### src/rtl/xint_pkg.sv
package xint_pkg;

  localparam int NUM_GRP = 2;
  localparam int REG_W   = 8;

  localparam logic [1:0] MASK_TOP = 2'b11;

  typedef enum logic [1:0] {
    SENSE_LOW_FALL = 2'b00,
    SENSE_RISE     = 2'b01,
    SENSE_FALL     = 2'b10,
    SENSE_BOTH     = 2'b11
  } sense_e;

  // Lowest bit of the sensitivity field of group g.
  function automatic int field_lsb(input int g);
    return (g == 0) ? 6 : 3;
  endfunction

  function automatic logic [REG_W-1:0] field_mask();
    logic [REG_W-1:0] m;
    m = '0;
    for (int g = 0; g < NUM_GRP; g++) begin
      m[field_lsb(g)]     = 1'b1;
      m[field_lsb(g) + 1] = 1'b1;
    end
    return m;
  endfunction

  localparam logic [REG_W-1:0] LOCK_MASK = field_mask();
  localparam logic [REG_W-1:0] FREE_MASK = ~field_mask();

endpackage

### src/rtl/xint_rst_sync.sv
module xint_rst_sync (
  input  logic clk,
  input  logic rst_n,
  output logic rst_sync_n
);

  logic [1:0] stage_q;

  always_ff @(posedge clk or negedge rst_n) begin
    if (!rst_n) begin
      stage_q <= 2'b00;
    end else begin
      stage_q <= {stage_q[0], 1'b1};
    end
  end

  assign rst_sync_n = stage_q[1];

endmodule

### src/rtl/xint_pin_sync.sv
module xint_pin_sync #(
  parameter int W = 8
) (
  input  logic         clk,
  input  logic         rst_n,
  input  logic [W-1:0] pin_i,
  output logic [W-1:0] pin_s
);

  // Pins idle high, so both stages come out of reset high.
  localparam logic [W-1:0] IDLE = '1;

  logic [W-1:0] meta_q;
  logic [W-1:0] sync_q;

  always_ff @(posedge clk or negedge rst_n) begin
    if (!rst_n) begin
      meta_q <= IDLE;
      sync_q <= IDLE;
    end else begin
      meta_q <= pin_i;
      sync_q <= meta_q;
    end
  end

  assign pin_s = sync_q;

endmodule

### src/rtl/xint_ctrl_reg.sv
module xint_ctrl_reg
  import xint_pkg::*;
(
  input  logic                   clk,
  input  logic                   rst_n,
  input  logic                   wr_en,
  input  logic [REG_W-1:0]       wdata,
  input  logic [1:0]             imask_lvl,
  output logic [REG_W-1:0]       ctrl_o,
  output logic [NUM_GRP-1:0][1:0] sense_o,
  output logic [NUM_GRP-1:0]     chg_o
);

  logic [REG_W-1:0]   ctrl_q, ctrl_d;
  logic [REG_W-1:0]   wmask;
  logic               unlock;
  logic [NUM_GRP-1:0] chg_q, chg_d;

  always_comb begin
    unlock = (imask_lvl == MASK_TOP);
    wmask  = FREE_MASK | (unlock ? LOCK_MASK : '0);
    ctrl_d = ctrl_q;
    if (wr_en) begin
      ctrl_d = (ctrl_q & ~wmask) | (wdata & wmask);
    end
  end

  for (genvar g = 0; g < NUM_GRP; g++) begin : g_fld
    localparam int LSB = field_lsb(g);
    assign chg_d[g]   = (ctrl_d[LSB +: 2] != ctrl_q[LSB +: 2]);
    assign sense_o[g] = ctrl_q[LSB +: 2];
  end

  always_ff @(posedge clk or negedge rst_n) begin
    if (!rst_n) begin
      ctrl_q <= '0;
      chg_q  <= '0;
    end else begin
      if (wr_en) begin
        ctrl_q <= ctrl_d;
      end
      chg_q <= chg_d;
    end
  end

  assign ctrl_o = ctrl_q;
  assign chg_o  = chg_q;

endmodule

### src/rtl/xint_grp_detect.sv
module xint_grp_detect
  import xint_pkg::*;
#(
  parameter int PW = 8
) (
  input  logic          clk,
  input  logic          rst_n,
  input  logic [1:0]    sense,
  input  logic          reload,
  input  logic [PW-1:0] pins_s,
  input  logic          ack,
  output logic          req
);

  localparam logic [PW-1:0] IDLE = '1;

  logic [PW-1:0] prev_q;
  logic          pend_q, pend_d, pend_en;
  logic          any_rise, any_fall, any_low;
  logic          evt;

  always_comb begin
    // An edge seen in the cycle right after a code change is compared
    // against the old baseline, so it is suppressed.
    any_rise = (|(pins_s & ~prev_q)) & ~reload;
    any_fall = (|(~pins_s & prev_q)) & ~reload;
    any_low  = |(~pins_s);
    unique case (sense_e'(sense))
      SENSE_LOW_FALL: evt = any_low;
      SENSE_RISE:     evt = any_rise;
      SENSE_FALL:     evt = any_fall;
      SENSE_BOTH:     evt = any_rise | any_fall;
      default:        evt = 1'b0;
    endcase
  end

  always_comb begin
    pend_en = evt | ack;
    if (sense_e'(sense) == SENSE_LOW_FALL) begin
      pend_d = ack ? 1'b0 : (pend_q | evt);
    end else begin
      pend_d = (pend_q & ~ack) | evt;
    end
  end

  always_ff @(posedge clk or negedge rst_n) begin
    if (!rst_n) begin
      prev_q <= IDLE;
      pend_q <= 1'b0;
    end else begin
      prev_q <= pins_s;
      if (pend_en) begin
        pend_q <= pend_d;
      end
    end
  end

  assign req = pend_q;

endmodule

### src/rtl/xint_sense_ctrl.sv
module xint_sense_ctrl
  import xint_pkg::*;
#(
  parameter int PIN_W = 8
) (
  input  logic               clk,
  input  logic               rst_n,
  input  logic               reg_wr,
  input  logic [REG_W-1:0]   reg_wdata,
  output logic [REG_W-1:0]   reg_rdata,
  input  logic [1:0]         imask_lvl,
  input  logic [PIN_W-1:0]   pins_a,
  input  logic [PIN_W-1:0]   pins_b,
  input  logic [NUM_GRP-1:0] irq_ack,
  output logic [NUM_GRP-1:0] irq_req
);

  logic                            rst_sync_n;
  logic [NUM_GRP-1:0][1:0]         sense;
  logic [NUM_GRP-1:0]              chg;
  logic [NUM_GRP-1:0][PIN_W-1:0]   pins_raw;
  logic [NUM_GRP-1:0][PIN_W-1:0]   pins_s;

  assign pins_raw = {pins_b, pins_a};

  xint_rst_sync u_rst (
    .clk        (clk),
    .rst_n      (rst_n),
    .rst_sync_n (rst_sync_n)
  );

  xint_ctrl_reg u_reg (
    .clk       (clk),
    .rst_n     (rst_sync_n),
    .wr_en     (reg_wr),
    .wdata     (reg_wdata),
    .imask_lvl (imask_lvl),
    .ctrl_o    (reg_rdata),
    .sense_o   (sense),
    .chg_o     (chg)
  );

  for (genvar g = 0; g < NUM_GRP; g++) begin : g_grp
    xint_pin_sync #(.W(PIN_W)) u_sync (
      .clk   (clk),
      .rst_n (rst_sync_n),
      .pin_i (pins_raw[g]),
      .pin_s (pins_s[g])
    );

    xint_grp_detect #(.PW(PIN_W)) u_det (
      .clk    (clk),
      .rst_n  (rst_sync_n),
      .sense  (sense[g]),
      .reload (chg[g]),
      .pins_s (pins_s[g]),
      .ack    (irq_ack[g]),
      .req    (irq_req[g])
    );
  end

endmodule

### config.mk
export PLATFORM = sky130hd
export DESIGN_NAME = xint_sense_ctrl
export DESIGN_NICKNAME = d
export VERILOG_FILES = /design/src/rtl/xint_pkg.sv /design/src/rtl/xint_rst_sync.sv /design/src/rtl/xint_pin_sync.sv /design/src/rtl/xint_ctrl_reg.sv /design/src/rtl/xint_grp_detect.sv /design/src/rtl/xint_sense_ctrl.sv
export SDC_FILE = /design/constraint.sdc
export NUM_CORES = 1
export LEC_CHECK = 0
export CORE_MARGIN = 4
export CORE_UTILIZATION = 35
export CTS_BUF_LIST = sky130_fd_sc_hd__clkbuf_8
export CTS_CLUSTER_DIAMETER = 100
export DETAILED_ROUTE_END_ITERATION = 16
export HOLD_SLACK_MARGIN = 0.02
export PLACE_DENSITY = 0.54
export SLEW_MARGIN = 25
export SYNTH_ARGS = -nofsm -noshare
export SYNTH_HDL_FRONTEND = slang
export SYNTH_SLANG_ARGS = --single-unit
### constraint.sdc
create_clock -name clk -period 2 [get_ports clk]
set_input_delay 0.4 -clock clk [delete_from_list [all_inputs] [get_ports clk]]
set_output_delay 0.4 -clock clk [all_outputs]
set_load 0.01 [all_outputs]
==> impl_metrics.toml <==
[outcome]
status = "finished clean"

[floorplanning]
dieArea_sq_um = 7200
core-area_sq_um = 5610
initial_core_util = 0.369
rows = 27
io_pins = 41
die_w_um = 84.9
fp.dieH_um = 84.9

[drt]
drt_first_pass_iters = 4
ant_nets = 0
drcViolationCount = 0
drt_iter0_markers = 81
vias_per_cell = 4.52
vias = 1179
wl_um = 3590
post_drt_wl_per_cell_um = 13.8

[timing]
max_freq_ghz = 0.575
clock_skew_ps = 9.01
rsz0062_at_grt = "no"
holdWs_ps = 232
finalSetupViolations = 0
timing.final.crit_share = 0.869
fin_crit_ps = 1740
slew_viol_final = 0
hold_violations = 0
relSlewSlack = 0.588
tightest_slew_ps = 618
fin_tns_setup_ps = 0

[place]
io_buffers = 40
place.gp.congestion = 0.815
hpwl_um = 2540

[finish]
diodes = 0
nets = 215
drive_above_1_share = 0.392
area_delta_synth_final_pct = 35.6

[setup_path]
cp_max_fo = 5
critPathMaxStageDelay_ps = 570
cp-start-kind = "flop"
r2r_cells = 3
critPathKind = "reg -> out"
setup.worst_path.start = "u_reg.ctrl_o[6]$_DFFE_PN0P_"
cpLargestDelayFamily = "buffers and inverters"
crit_arrival_ps = 1340
r2r-start = "g_grp[0].u_det.prev_q[5]$_DFF_PN1_"
cp_slowest_cell = "clkdlybuf4s50_1"
cp.depth = 1
cp_cell_sequence = "clkdlybuf4s50_1"
worstSetupEndpointType = "output pin"
path_buf_inv = 1
crit_required_ps = 1600

[clocking]
ctsResizeCount = 0
clkTransAtPathRegs_ps = 70
insertion_delay_ps = 320
cts_setup_buffers = 0
clock-sinks = 62
cts_buffer_depth = 2
cts_made_buffers = 9
cts.root.buffer_cell = "clkbuf_8"
h-tree-depth = 3
cts_tree = "yes"
ctsHoldBuffers = 0

[grt]
globalRoute.totalOverflow = 0
first_global_vias = 1299
grt_max_degree = 33
grt_use_total = 0.113
grt_pass1_wl_um = 6200
antenna_found_initial = 0

[logic_synthesis]
synth_top_area_frac = 0.610
synth_area_sq_um = 2070
yosys-top-cells-area = "dfstp_2 (61%), dfrtp_1 (17%), mux2_2 (4.4%), inv_1 (3.3%), a22oi_1 (2.9%)"
ys_ff_latch = 62
synthCells = 134
synth_area_leader_cell = "dfstp_2"
yosysWarnings = 0
avgSynthCellArea_sq_um = 15.4
syn_nets = 165
synth_cell_type_count = 19
seq_area_frac_synth = 0.779

[pwr]
power_density_nw_per_um2 = 1080
peakVddDrop_mv = 0.428
leakage_uw = 0.00117

[min_path]
hp-class = "in -> async"

[flow_run]
max-cap-violations = 0
-- final timing paths --
kind | end | slack (ps)
setup / recovery | reg_rdata[6] | 260
hold / removal | u_rst.stage_q[1]$_DFF_PN0_ | 230
setup reg to reg | g_grp[0].u_det.req$_DFFE_PN0P_ | 380
hold reg to reg | u_reg.chg_o[1]$_DFF_PN0_ | 300
max in group asynchronous | g_grp[0].u_det.prev_q[3]$_DFF_PN1_ | 1060
min in group clk | g_grp[0].u_sync.pin_s[0]$_DFF_PN1_ | 350
-- placed cells by master, fill, tap and decap left out --
cell type,Yosys,final
nand2_1,2,2
o21ai_0,2,2
conb_1,1,1
dfrtp_1,14,13
nand3_1,1,1
nor2_1,2,2
clkinv_2,0,1
inv_2,2,2
inv_1,18,20
o22ai_1,8,8
nand4_1,4,4
a22oi_1,8,8
a311o_1,2,2
or4_1,2,2
clkdlybuf4s50_1,0,40
buf_12,0,1
dfrtp_2,0,1
xnor2_1,4,4
mux2_2,8,8
bufinv_16,0,3
dfstp_2,48,48
a21oi_1,4,4
clkbuf_8,0,10
a41oi_1,2,2
-- sequential cells by signal (all words and copies together) (netlist names) --
name                 count
g_grp.u_det.prev_q      16
g_grp.u_det.req          2
u_reg.ctrl_o             8
u_reg.chg_o              2
u_rst.stage_q            2
g_grp.u_sync.meta_q     16
g_grp.u_sync.pin_s      16
-- cell type report --
| type | count | area [sq um] |
|---|---|---|
| sequential | 62 | 1610 |
| fill | 507 | 2800 |
| tap | 72 | 90.1 |
| clock buffer | 10 | 138 |
| inverter | 20 | 75.1 |
| clock inverter | 6 | 103 |
| multi-input combinational | 50 | 367 |
| timing repair buffer | 41 | 420 |
-- cell usage after synthesis --
library cell	n
nand3_1	1
or4_1	2
a22oi_1	8
dfstp_2	48
nor2_1	2
a311o_1	2
nand2_1	2
nand4_1	4
buf_4	2
mux2_2	8
inv_2	2
a21oi_1	4
o22ai_1	8
dfrtp_1	14
xnor2_1	4
conb_1	1
o21ai_0	2
inv_1	18
a41oi_1	2
-- power by group --
group	switching [uW]	total (uW)	internal [uW]
clock	446	1300	851
combinational	96.3	268	171
sequential	72.0	1450	1380
-- routing by layer --
| layer | up-vias | part of all wire | track usage |
|---|---|---|---|
| li1 | 556 | - | - |
| met1 | 571 | 0.44 | 0.134 |
| met2 | 45 | 0.46 | 0.171 |
| met3 | 7 | 0.083 | 0.0583 |
| met4 | 0 | 0.013 | 0.0504 |
| met5 | - | 0 | 0 |
-- cells by family (layout without fill, tap and decap cells) --
kind of cell              after synthesis  in the layout  synth area share
buffers and inverters                  22             77            0.0436
other                                   1              1           0.00181
muxes                                   8              8            0.0436
xor gates and xnor gates                4              4            0.0169
AOI/OAI and AO/OA                      26             26            0.0859
DFF                                    62             62             0.779
and+or+nand+nor                        11             11            0.0290
-- through the flow --
| stage | cells | utilization | total power (uW) | cell area [sq um] | worst slack, ps |
|---|---|---|---|---|---|
| 2_1_floorplan | 134 | - | 1580 | 2070 | 230 |
| 3_3_place_gp | 245 | 0.457 | 1730 | 2560 | 352 |
| 3_5_place_dp | 245 | 0.457 | 1740 | 2560 | 297 |
| 4_1_cts | 261 | 0.500 | 3060 | 2810 | 235 |
| 5_1_grt | 261 | 0.500 | 3170 | 2810 | 188 |
| 6_report | 261 | 0.500 | 3020 | 2810 | 261 |
Power figures use the tool's default switching activity.
